## src/rtl/dpe_pkg.sv

```systemverilog
package dpe_pkg;
  localparam int CONF_W   = 2;
  localparam int CONF_MAX = 3;
  localparam int CONF_ON  = 2;

  function automatic logic [CONF_W-1:0] conf_next(input logic [CONF_W-1:0] c, input logic match);
    if (match) return (c == CONF_W'(CONF_MAX)) ? c : c + 1'b1;
    else       return (c == '0) ? c : c - 1'b1;
  endfunction
endpackage

```

## src/rtl/dpe_history_table.sv

```systemverilog
module dpe_history_table #(
  parameter int ENTRIES = 16,
  parameter int TAG_W   = 12,
  parameter int ADDR_W  = 32,
  parameter int DELTA_W = 8,
  parameter int CONF_W  = 2,
  localparam int IDX_W  = $clog2(ENTRIES)
) (
  input  logic               clk,
  input  logic               rst_n,
  input  logic [IDX_W-1:0]   rd_idx,
  output logic               rd_valid,
  output logic [TAG_W-1:0]   rd_tag,
  output logic [ADDR_W-1:0]  rd_last,
  output logic [DELTA_W-1:0] rd_older,
  output logic [DELTA_W-1:0] rd_newer,
  output logic [CONF_W-1:0]  rd_conf,
  input  logic               we,
  input  logic [IDX_W-1:0]   wr_idx,
  input  logic [TAG_W-1:0]   wr_tag,
  input  logic [ADDR_W-1:0]  wr_last,
  input  logic [DELTA_W-1:0] wr_older,
  input  logic [DELTA_W-1:0] wr_newer,
  input  logic [CONF_W-1:0]  wr_conf
);
  logic               val_q   [ENTRIES];
  logic [TAG_W-1:0]   tag_q   [ENTRIES];
  logic [ADDR_W-1:0]  last_q  [ENTRIES];
  logic [DELTA_W-1:0] older_q [ENTRIES];
  logic [DELTA_W-1:0] newer_q [ENTRIES];
  logic [CONF_W-1:0]  conf_q  [ENTRIES];

  always_ff @(posedge clk) begin
    if (!rst_n) begin
      for (int i = 0; i < ENTRIES; i++) begin
        val_q[i]   <= 1'b0;
        tag_q[i]   <= '0;
        last_q[i]  <= '0;
        older_q[i] <= '0;
        newer_q[i] <= '0;
        conf_q[i]  <= '0;
      end
    end else if (we) begin
      val_q[wr_idx]   <= 1'b1;
      tag_q[wr_idx]   <= wr_tag;
      last_q[wr_idx]  <= wr_last;
      older_q[wr_idx] <= wr_older;
      newer_q[wr_idx] <= wr_newer;
      conf_q[wr_idx]  <= wr_conf;
    end
  end

  assign rd_valid = val_q[rd_idx];
  assign rd_tag   = tag_q[rd_idx];
  assign rd_last  = last_q[rd_idx];
  assign rd_older = older_q[rd_idx];
  assign rd_newer = newer_q[rd_idx];
  assign rd_conf  = conf_q[rd_idx];
endmodule

```

## src/rtl/dpe_delta_table.sv

```systemverilog
module dpe_delta_table #(
  parameter int DELTA_W = 8,
  parameter int HASH_W  = 3,
  parameter int PORTS   = 2,
  localparam int IDX_W  = 2 * HASH_W,
  localparam int ENTRIES = 1 << IDX_W
) (
  input  logic                           clk,
  input  logic                           rst_n,
  input  logic [PORTS-1:0][DELTA_W-1:0]  rd_older,
  input  logic [PORTS-1:0][DELTA_W-1:0]  rd_newer,
  output logic [PORTS-1:0][DELTA_W-1:0]  rd_delta,
  input  logic                           we,
  input  logic [DELTA_W-1:0]             wr_older,
  input  logic [DELTA_W-1:0]             wr_newer,
  input  logic [DELTA_W-1:0]             wr_delta
);
  logic [DELTA_W-1:0] mem_q [ENTRIES];
  logic [IDX_W-1:0]   wr_idx;

  assign wr_idx = {wr_older[HASH_W-1:0], wr_newer[HASH_W-1:0]};

  always_ff @(posedge clk) begin
    if (!rst_n) begin
      for (int i = 0; i < ENTRIES; i++) mem_q[i] <= '0;
    end else if (we) begin
      mem_q[wr_idx] <= wr_delta;
    end
  end

  for (genvar p = 0; p < PORTS; p++) begin : g_rd
    logic [IDX_W-1:0] idx;
    assign idx         = {rd_older[p][HASH_W-1:0], rd_newer[p][HASH_W-1:0]};
    assign rd_delta[p] = mem_q[idx];
  end
endmodule

```

## src/rtl/dpe_chain.sv

```systemverilog
module dpe_chain #(
  parameter int ADDR_W  = 32,
  parameter int DELTA_W = 8,
  parameter int DEG_W   = 3
) (
  input  logic               clk,
  input  logic               rst_n,
  input  logic               start,
  input  logic [ADDR_W-1:0]  start_addr,
  input  logic [DELTA_W-1:0] start_older,
  input  logic [DELTA_W-1:0] start_newer,
  input  logic [DEG_W-1:0]   start_degree,
  output logic [DELTA_W-1:0] spec_older,
  output logic [DELTA_W-1:0] spec_newer,
  input  logic [DELTA_W-1:0] dt_delta,
  output logic               busy,
  output logic               pf_valid,
  input  logic               pf_ready,
  output logic [ADDR_W-1:0]  pf_addr
);
  localparam int EXT_W = ADDR_W - DELTA_W;

  logic              busy_q;
  logic [ADDR_W-1:0] base_q;
  logic [DELTA_W-1:0] older_q, newer_q;
  logic [DEG_W-1:0]  left_q;
  logic              dead;

  assign dead       = (dt_delta == '0);
  assign busy       = busy_q;
  assign spec_older = older_q;
  assign spec_newer = newer_q;
  assign pf_valid   = busy_q && !dead;
  assign pf_addr    = base_q + {{EXT_W{dt_delta[DELTA_W-1]}}, dt_delta};

  always_ff @(posedge clk) begin
    if (!rst_n) begin
      busy_q  <= 1'b0;
      base_q  <= '0;
      older_q <= '0;
      newer_q <= '0;
      left_q  <= '0;
    end else if (start) begin
      busy_q  <= 1'b1;
      base_q  <= start_addr;
      older_q <= start_older;
      newer_q <= start_newer;
      left_q  <= start_degree;
    end else if (busy_q) begin
      if (dead) begin
        busy_q <= 1'b0;
      end else if (pf_ready) begin
        base_q  <= pf_addr;
        older_q <= newer_q;
        newer_q <= dt_delta;
        left_q  <= left_q - 1'b1;
        if (left_q == DEG_W'(1)) busy_q <= 1'b0;
      end
    end
  end

  assert_degree_R9: assert property (@(posedge clk) disable iff (!rst_n)
    busy_q |-> (left_q != '0));
endmodule

```

## src/rtl/delta_prefetch_engine.sv

```systemverilog
module delta_prefetch_engine
  import dpe_pkg::*;
#(
  parameter int PC_W       = 16,
  parameter int ADDR_W     = 32,
  parameter int HT_ENTRIES = 16,
  parameter int DELTA_W    = 8,
  parameter int HASH_W     = 3,
  parameter int DEG_W      = 3
) (
  input  logic              clk,
  input  logic              rst_n,
  input  logic              in_valid,
  output logic              in_ready,
  input  logic [PC_W-1:0]   in_pc,
  input  logic [ADDR_W-1:0] in_addr,
  input  logic [DEG_W-1:0]  cfg_degree,
  output logic              pf_valid,
  input  logic              pf_ready,
  output logic [ADDR_W-1:0] pf_addr
);
  localparam int HT_IDX_W = $clog2(HT_ENTRIES);
  localparam int TAG_W    = PC_W - HT_IDX_W;

  logic               take, hit, match, start, busy;
  logic [HT_IDX_W-1:0] idx;
  logic [TAG_W-1:0]   tag;
  logic               rd_valid;
  logic [TAG_W-1:0]   rd_tag;
  logic [ADDR_W-1:0]  rd_last, diff;
  logic [DELTA_W-1:0] rd_older, rd_newer, actual;
  logic [CONF_W-1:0]  rd_conf, new_conf;
  logic [DELTA_W-1:0] wr_older, wr_newer;
  logic [CONF_W-1:0]  wr_conf;
  logic [1:0][DELTA_W-1:0] dt_older, dt_newer, dt_out;
  logic [DELTA_W-1:0] spec_older, spec_newer;

  assign in_ready = !busy;
  assign take     = in_valid && in_ready;
  assign idx      = in_pc[HT_IDX_W-1:0];
  assign tag      = in_pc[PC_W-1:HT_IDX_W];
  assign hit      = rd_valid && (rd_tag == tag);
  assign diff     = in_addr - rd_last;
  assign actual   = diff[DELTA_W-1:0];

  // port 0: prediction made for the stored history; port 1: speculative chain
  assign dt_older[0] = rd_older;
  assign dt_newer[0] = rd_newer;
  assign dt_older[1] = spec_older;
  assign dt_newer[1] = spec_newer;

  assign match    = (dt_out[0] == actual);
  assign new_conf = conf_next(rd_conf, match);
  assign wr_older = hit ? rd_newer : '0;
  assign wr_newer = hit ? actual : '0;
  assign wr_conf  = hit ? new_conf : '0;
  assign start    = take && hit && (new_conf >= CONF_W'(CONF_ON)) && (cfg_degree != '0);

  dpe_history_table #(
    .ENTRIES(HT_ENTRIES), .TAG_W(TAG_W), .ADDR_W(ADDR_W),
    .DELTA_W(DELTA_W), .CONF_W(CONF_W)
  ) u_hist (
    .clk(clk), .rst_n(rst_n),
    .rd_idx(idx), .rd_valid(rd_valid), .rd_tag(rd_tag), .rd_last(rd_last),
    .rd_older(rd_older), .rd_newer(rd_newer), .rd_conf(rd_conf),
    .we(take), .wr_idx(idx), .wr_tag(tag), .wr_last(in_addr),
    .wr_older(wr_older), .wr_newer(wr_newer), .wr_conf(wr_conf)
  );

  dpe_delta_table #(.DELTA_W(DELTA_W), .HASH_W(HASH_W), .PORTS(2)) u_dt (
    .clk(clk), .rst_n(rst_n),
    .rd_older(dt_older), .rd_newer(dt_newer), .rd_delta(dt_out),
    .we(take && hit), .wr_older(rd_older), .wr_newer(rd_newer), .wr_delta(actual)
  );

  dpe_chain #(.ADDR_W(ADDR_W), .DELTA_W(DELTA_W), .DEG_W(DEG_W)) u_chain (
    .clk(clk), .rst_n(rst_n),
    .start(start), .start_addr(in_addr), .start_older(rd_newer),
    .start_newer(actual), .start_degree(cfg_degree),
    .spec_older(spec_older), .spec_newer(spec_newer), .dt_delta(dt_out[1]),
    .busy(busy), .pf_valid(pf_valid), .pf_ready(pf_ready), .pf_addr(pf_addr)
  );

  assert_hold_R10: assert property (@(posedge clk) disable iff (!rst_n)
    (pf_valid && !pf_ready) |=> (pf_valid && $stable(pf_addr)));

  assert_busy_R2: assert property (@(posedge clk) disable iff (!rst_n)
    pf_valid |-> !in_ready);

  assert_alloc_R3: assert property (@(posedge clk) disable iff (!rst_n)
    (take && !hit) |=> (in_ready && !pf_valid));

  assert_lowconf_R7: assert property (@(posedge clk) disable iff (!rst_n)
    (take && hit && (new_conf < CONF_W'(CONF_ON))) |=> in_ready);
endmodule

```

## config.mk

```make
export PLATFORM = sky130hd
export DESIGN_NAME = delta_prefetch_engine
export DESIGN_NICKNAME = d
export VERILOG_FILES = /design/src/rtl/dpe_pkg.sv /design/src/rtl/dpe_history_table.sv /design/src/rtl/dpe_delta_table.sv /design/src/rtl/dpe_chain.sv /design/src/rtl/delta_prefetch_engine.sv
export SDC_FILE = /design/constraint.sdc
export NUM_CORES = 2
export LEC_CHECK = 0
export ABC_AREA = 1
export BUFFER_PORTS_ARGS = -buffer_cell sky130_fd_sc_hd__buf_2
export CORE_MARGIN = 2
export CORE_UTILIZATION = 45
export DETAILED_ROUTE_END_ITERATION = 7
export PLACE_DENSITY_LB_ADDON = 0.2
export SETUP_SLACK_MARGIN = 0.15
export SYNTH_ARGS = -nofsm -noshare
export SYNTH_HDL_FRONTEND = slang
export SYNTH_HIERARCHICAL = 1
export SYNTH_SLANG_ARGS = --single-unit
```

## constraint.sdc

```tcl
create_clock -name clk -period 5.6 [get_ports clk]
set_input_delay 0.84 -clock clk [delete_from_list [all_inputs] [get_ports clk]]
set_output_delay 0.84 -clock clk [all_outputs]
set_load 0.1 [all_outputs]
```

## After elaboration in Yosys (flattened, before gate mapping)

Memory sizes are Yosys's and may differ from the RTL's. A register that Yosys moved wholly into a read port is not among the register bits.
Index checks and enable logic that the tools add are counted.

- $lt $le $gt $ge: 1
- Add/subtract/negate cells: 5
- Mux-type cells: 57
- Equal/unequal tests: 5
- Reduce and logical (&&, ||, !) cells: 21

Operators by type and width:

| kind | number |
|---|---|
| $mux W32 | 5 |
| $mux W8 | 5 |
| $mux W3 | 12 |
| $add A32 B32 Y32 | 1 |
| $reduce_or A32 Y1 | 1 |
| $mux W4 | 6 |
| $reduce_or A8 Y1 | 3 |
| $mux W1 | 20 |
| $mux W6 | 3 |
| $eq A12 B12 Y1 | 1 |
| $mux W12 | 1 |
| $reduce_or A12 Y1 | 1 |
| $mux W2 | 5 |
| $eq A8 B8 Y1 | 1 |
| $logic_not A8 Y1 | 1 |
| $sub A8 B8 Y8 | 1 |
| $logic_and A1 B1 Y1 | 6 |
| $reduce_bool A2 Y1 | 2 |
| $eq A3 B1 Y1 const B | 1 |
| $reduce_and A3 Y1 | 1 |
| $reduce_bool A3 Y1 | 1 |
| $sub A3 B1 Y3 const B | 1 |
| $add A2 B1 Y2 const B | 1 |
| $eq A2 B2 Y1 const B | 1 |
| 7 further kinds | 8 |

- Bits in writable memories: 1520
- Input port bits: 55
- Memories kept: 7
- Register bits: 42

Memory list:

| name | depth | bits a word | rd ports | clocked after Yosys merged registers in | wr ports | line | text |
|---|---|---|---|---|---|---|---|
| u_dt.mem_q | 64 | 8 | 2 | 1 | 64 | dpe_delta_table.sv:18 | `logic [DELTA_W-1:0] mem_q [ENTRIES];` |
| u_hist.last_q | 16 | 32 | 1 | 0 | 16 | dpe_history_table.sv:28 | `logic [ADDR_W-1:0] last_q [ENTRIES];` |
| u_hist.tag_q | 16 | 12 | 1 | 0 | 16 | dpe_history_table.sv:27 | `logic [TAG_W-1:0] tag_q [ENTRIES];` |
| u_hist.newer_q | 16 | 8 | 1 | 0 | 16 | dpe_history_table.sv:30 | `logic [DELTA_W-1:0] newer_q [ENTRIES];` |
| u_hist.older_q | 16 | 8 | 1 | 0 | 16 | dpe_history_table.sv:29 | `logic [DELTA_W-1:0] older_q [ENTRIES];` |
| u_hist.conf_q | 16 | 2 | 1 | 0 | 16 | dpe_history_table.sv:31 | `logic [CONF_W-1:0] conf_q [ENTRIES];` |
| 1 more memories | n/a | n/a | n/a | n/a | n/a | n/a |  |

## Longest topological paths before layout

An unclocked memory read counts as a cell.

- Depth in word-level cells: 11
- Mapped depth: 35
- Mapped depth without buffers: 28

## Modules after synthesis

The synthesis kept the hierarchy.

Modules (own cells, without submodules):

| module | sequential area each (µm²) | instances | cells each | area each (µm²) |
|---|---|---|---|---|
| dpe_history_table | 30108.9 | 1 | 5335 | 47480.5 |
| dpe_delta_table | 15374.7 | 1 | 3643 | 28658.7 |
| dpe_chain | 1041.0 | 1 | 760 | 4539.4 |
| delta_prefetch_engine | 0.0 | 1 | 195 | 1051.0 |

## Least setup slack after synthesis

Ideal clock, no wire load.

- Kind: register -> output
- Start: register, netlist name u_chain/spec_newer[1]
- End: output pf_addr[13]
- Arrival: 4318 ps
- Path buffers: 2
- Setup slack: 442 ps
- Stages on the path, launching flop included: 17
- Path through: dfxtp_1 > clkbuf_1 > buf_1 > nand3_1 > nand3_1 > nand2_1 > nand2_1 > nand3_1 > nand3_1 > nand2_1 > ha_1 > nand2_1 > nor2_1 > and2_1 > nand2_1 > nand2_1 > xor2_1

RTL lines:

| item | line | text |
|---|---|---|
| end: declaration | delta_prefetch_engine.sv:20 | `output logic [ADDR_W-1:0] pf_addr` |

==> impl_summary.md <==
Outcome
The flow ran to the end, and the final reports show no timing, DRC or antenna violations.

Power
IR analysis of the VDD net gives a maximum drop of 0.289 mV. In this run the power density over the cells is between 300 and 400 mW/mm2. Power comes to just under 20 mW. The analysis attributes to cell leakage a power of approximately 27 nW.

Cells and area
The layout has 11650 filler cells. The filler-free cell count of the finished design is roughly 8700. The ratio of cells with drive above 1 in the final layout is 0.102. Registers take 0.0300 mm2. The multi-input combinational cells in the finished layout cover a total of 0.0219 mm2. After routing the design area is about 0.063 mm2. The number of nets in the finished design is approximately 7100. Relative to the synthesized area, the layout overhead comes to 13.0%.

Clock network
The clock input transition at the sequential cells of the worst setup and hold paths is about 60 ps. The H-tree was split into 3 levels. Counting the buffers created by CTS gives about 120. TritonCTS built the clock tree. The cell sitting at the root of the clock tree is a sky130_fd_sc_hd__clkbuf_16. The deepest clock path buffer count is 3. The tree built by TritonCTS fans out to 1018 sinks. The clock insertion delay at the later pin of the skew report is a little under 800 ps.

Global route
The total overflow left after global routing is 0. The wire length of the first global-routing pass is ~290000 um. For met2 alone, demand over resource in global routing was 0.488. The overall global routing resource usage is 0.302. For this run, global-route usage on met1 was measured as 0.406.

The via count of the first global-routing pass is ~45000. Entering global routing, the biggest net connects between 100 and 150 pins. The initial antenna violation count is 3. In this run the most used layer during global routing was met2.

The met3 track demand over resource in global routing is 0.0434.

Logic synthesis
The cell count after synthesis came out at roughly 7100. After synthesis, the mean cell area works out to around 8 um2. The number of nets in the synthesized netlist is around 7200. The yosys synthesis warning count is 6. The area of the mapped netlist is 0.0562 mm2.

Routing
The DRC violation count after routing is 0. For this run, the detailed router's first-pass iteration total came to 7. The routed wire length per instance is 22.7 um. The initial DRC count is around 6600. The total length of routed wires is between 150000 and 200000 um.

The vias per cell is approximately 5.6. The routed layout has a little under 50000 vias. Once detail routing completed, the nets flagged for antenna violations numbered 0.

Critical path
The setup path with the least slack is of type reg -> out. The library cell contributing the largest single delay on the critical path is sky130_fd_sc_hd__dfxtp_4. The most frequent cell on the critical path is sky130_fd_sc_hd__nand2_1.

The kind of start point of the critical path is a flip-flop. In this design, the largest share of critical-path delay is due to simple AND/OR/NAND/NOR gates. The setup slack of the worst register-to-register path is 1000 ps. At the worst endpoint, the arrival time is 4530 ps.

Traced cell by cell, the critical path runs through clkinv_16 > buf_12 > buf_4 > nand2_1 > nand3_1 > nand3_1 > nand2_1 > nand2_1 > nand3_1 > nand3_2 > nand2_2 > ha_1 > nand2_1 > nor2_1 > nand2_1 > nand3_1 > nand2_1 > nand2_1 > nand2_1 > nand3b_1 > and2_1 > buf_12. The worst-path maximum fanout is 22. The longest individual stage delay on the worst path is between 400 and 500 ps. STA classifies the critical path endpoint as an output pin. The number of buffer and inverter stages on the critical path is 4. The data required time at the worst endpoint is approximately 4800 ps.

Timing
Setup repair after global routing could not meet its margin everywhere. The final-report setup violation count is 0. Setup slack on the critical path of the routed design comes to roughly 230 ps. After layout, the minimum clock period comes to between 5000 and 6000 ps. At the pin with the least slew margin, the transition time is ~1200 ps. In the finished design, the share of the clock period the worst path needs comes to 0.959. The number of failing hold endpoints at the final stage was 0. The number of pins with negative max-slew slack in the final report is 0.

In the final timing run, aggregate negative setup slack is 0 ps. The clock arrives with between 70 and 80 ps of skew. Headroom to the max-slew limit came out at 0.178. The achievable frequency is approximately 190 MHz.

Floorplanning
The number of placed I/O pins is 89. The area of the core region is roughly 0.12 mm2. The height of the die is between 300 and 400 um.

The initial utilization of the core area, before any placement, comes to 0.454. The floorplan die area is about 0.13 mm2. The horizontal die dimension is ~360 um. The number of rows in the core area is ~130.

Placed design
The post-placement cell count is ~8500. The global placement routability congestion is between 0.9 and 1. The count of buffers inserted at the top-level ports is between 80 and 90. Once placement finished, the instance area stood at between 0.05 and 0.06 mm2. The wire-length estimate of the detail-placed layout is roughly 120000 um. OpenSTA, run right after detailed placement, puts the worst setup slack at -85.5 ps.

Job
The max capacitance violation total is 0.

Worst hold path
The worst min-delay path class is in -> reg.
-- through the flow --
step,hold slack (ps),utilization
finish,365,0.513
global route,356,0.513
floorplan,436,-
detailed placement,450,0.477
global placement,446,0.477
CTS,316,0.509
-- what timing repair did --
action	4_1_cts	5_1_grt
gates cloned	2	6
setup buffers	3	8
endpoints found under the setup margin	23	25
pin swaps	0	5
hold buffers	0	0
gates resized for setup	21	61
-- path summary, 6_finish.rpt --
path / from / to / cells past startpoint
worst min-delay path: in_addr[8] / u_chain/base_q[8] / 3
worst max-delay path: u_chain/spec_newer[0] / pf_addr[18] / 22
worst max register to register: u_hist/newer_q[7][1] / u_chain/base_q[13] / 24
worst min register to register: u_hist/val_q[3] / u_hist/val_q[3] / 2
-- routing by layer --
metal,vias to the layer above,part of all wire
met5,-,0
met4,0,0.046
met3,507,0.091
met2,2644,0.46
met1,23427,0.40
li1,22725,-
-- flip-flops by register name, indices dropped and copies added, names as in the netlist --
| register | count |
|---|---|
| u_dt/mem_q | 512 |
| u_hist/tag_q | 192 |
| u_hist/last_q | 128 |
| u_hist/newer_q | 48 |
| u_hist/older_q | 48 |
| u_chain/base_q | 32 |
| u_hist/conf_q | 32 |
| u_hist/val_q | 16 |
| u_chain/left_q | 3 |
| u_chain/spec_newer | 3 |
| u_chain/spec_older | 3 |
| u_chain/busy | 1 |
-- where the power goes --
part           total, mW  switching [mW]  internal [mW]  leakage (nW)
logic               2.89            2.20          0.687          15.4
clock network       7.68            3.24           4.44          1.85
registers           8.73           0.126           8.61          10.1
total               19.3            5.57           13.7          27.4
-- cells in the final DEF (no fill, tap or decap), types with 23 or more instances in the layout --
cell type	count
sky130_fd_sc_hd__buf_12	69
sky130_fd_sc_hd__ha_1	39
sky130_fd_sc_hd__buf_4	203
sky130_fd_sc_hd__clkbuf_1	29
sky130_fd_sc_hd__clkbuf_16	120
sky130_fd_sc_hd__a21oi_1	48
sky130_fd_sc_hd__clkinv_2	23
sky130_fd_sc_hd__nand3_2	24
sky130_fd_sc_hd__edfxtp_1	960
sky130_fd_sc_hd__nand2_1	2264
sky130_fd_sc_hd__nand3_1	1255
sky130_fd_sc_hd__buf_2	54
sky130_fd_sc_hd__dfxtp_1	55
sky130_fd_sc_hd__o21ai_0	23
sky130_fd_sc_hd__nand2_2	112
sky130_fd_sc_hd__a22oi_1	25
sky130_fd_sc_hd__nor2_1	1025
sky130_fd_sc_hd__inv_1	562
-- cell type report --
type | instances | share of cell area
Tap cell | 1637 | 0.0323
Clock buffer | 148 | 0.0479
Timing Repair inverter | 1 | 0.000177
Clock inverter | 66 | 0.0120
Antenna cell | 1 | 0.0000394
Inverter | 587 | 0.0355
Multi-Input combinational cell | 4947 | 0.344
Timing Repair Buffer | 342 | 0.0556
Sequential cell | 1018 | 0.472
-- worst register-to-register path: cells and delay by family (launching register included) --
family,cells,cell delay [ps]
and+or+nand+nor,16,1970
buffers and inverters,4,860
DFF,1,370
AOI/OAI and AO/OA,4,1310
Power figures use the tool's default switching activity.
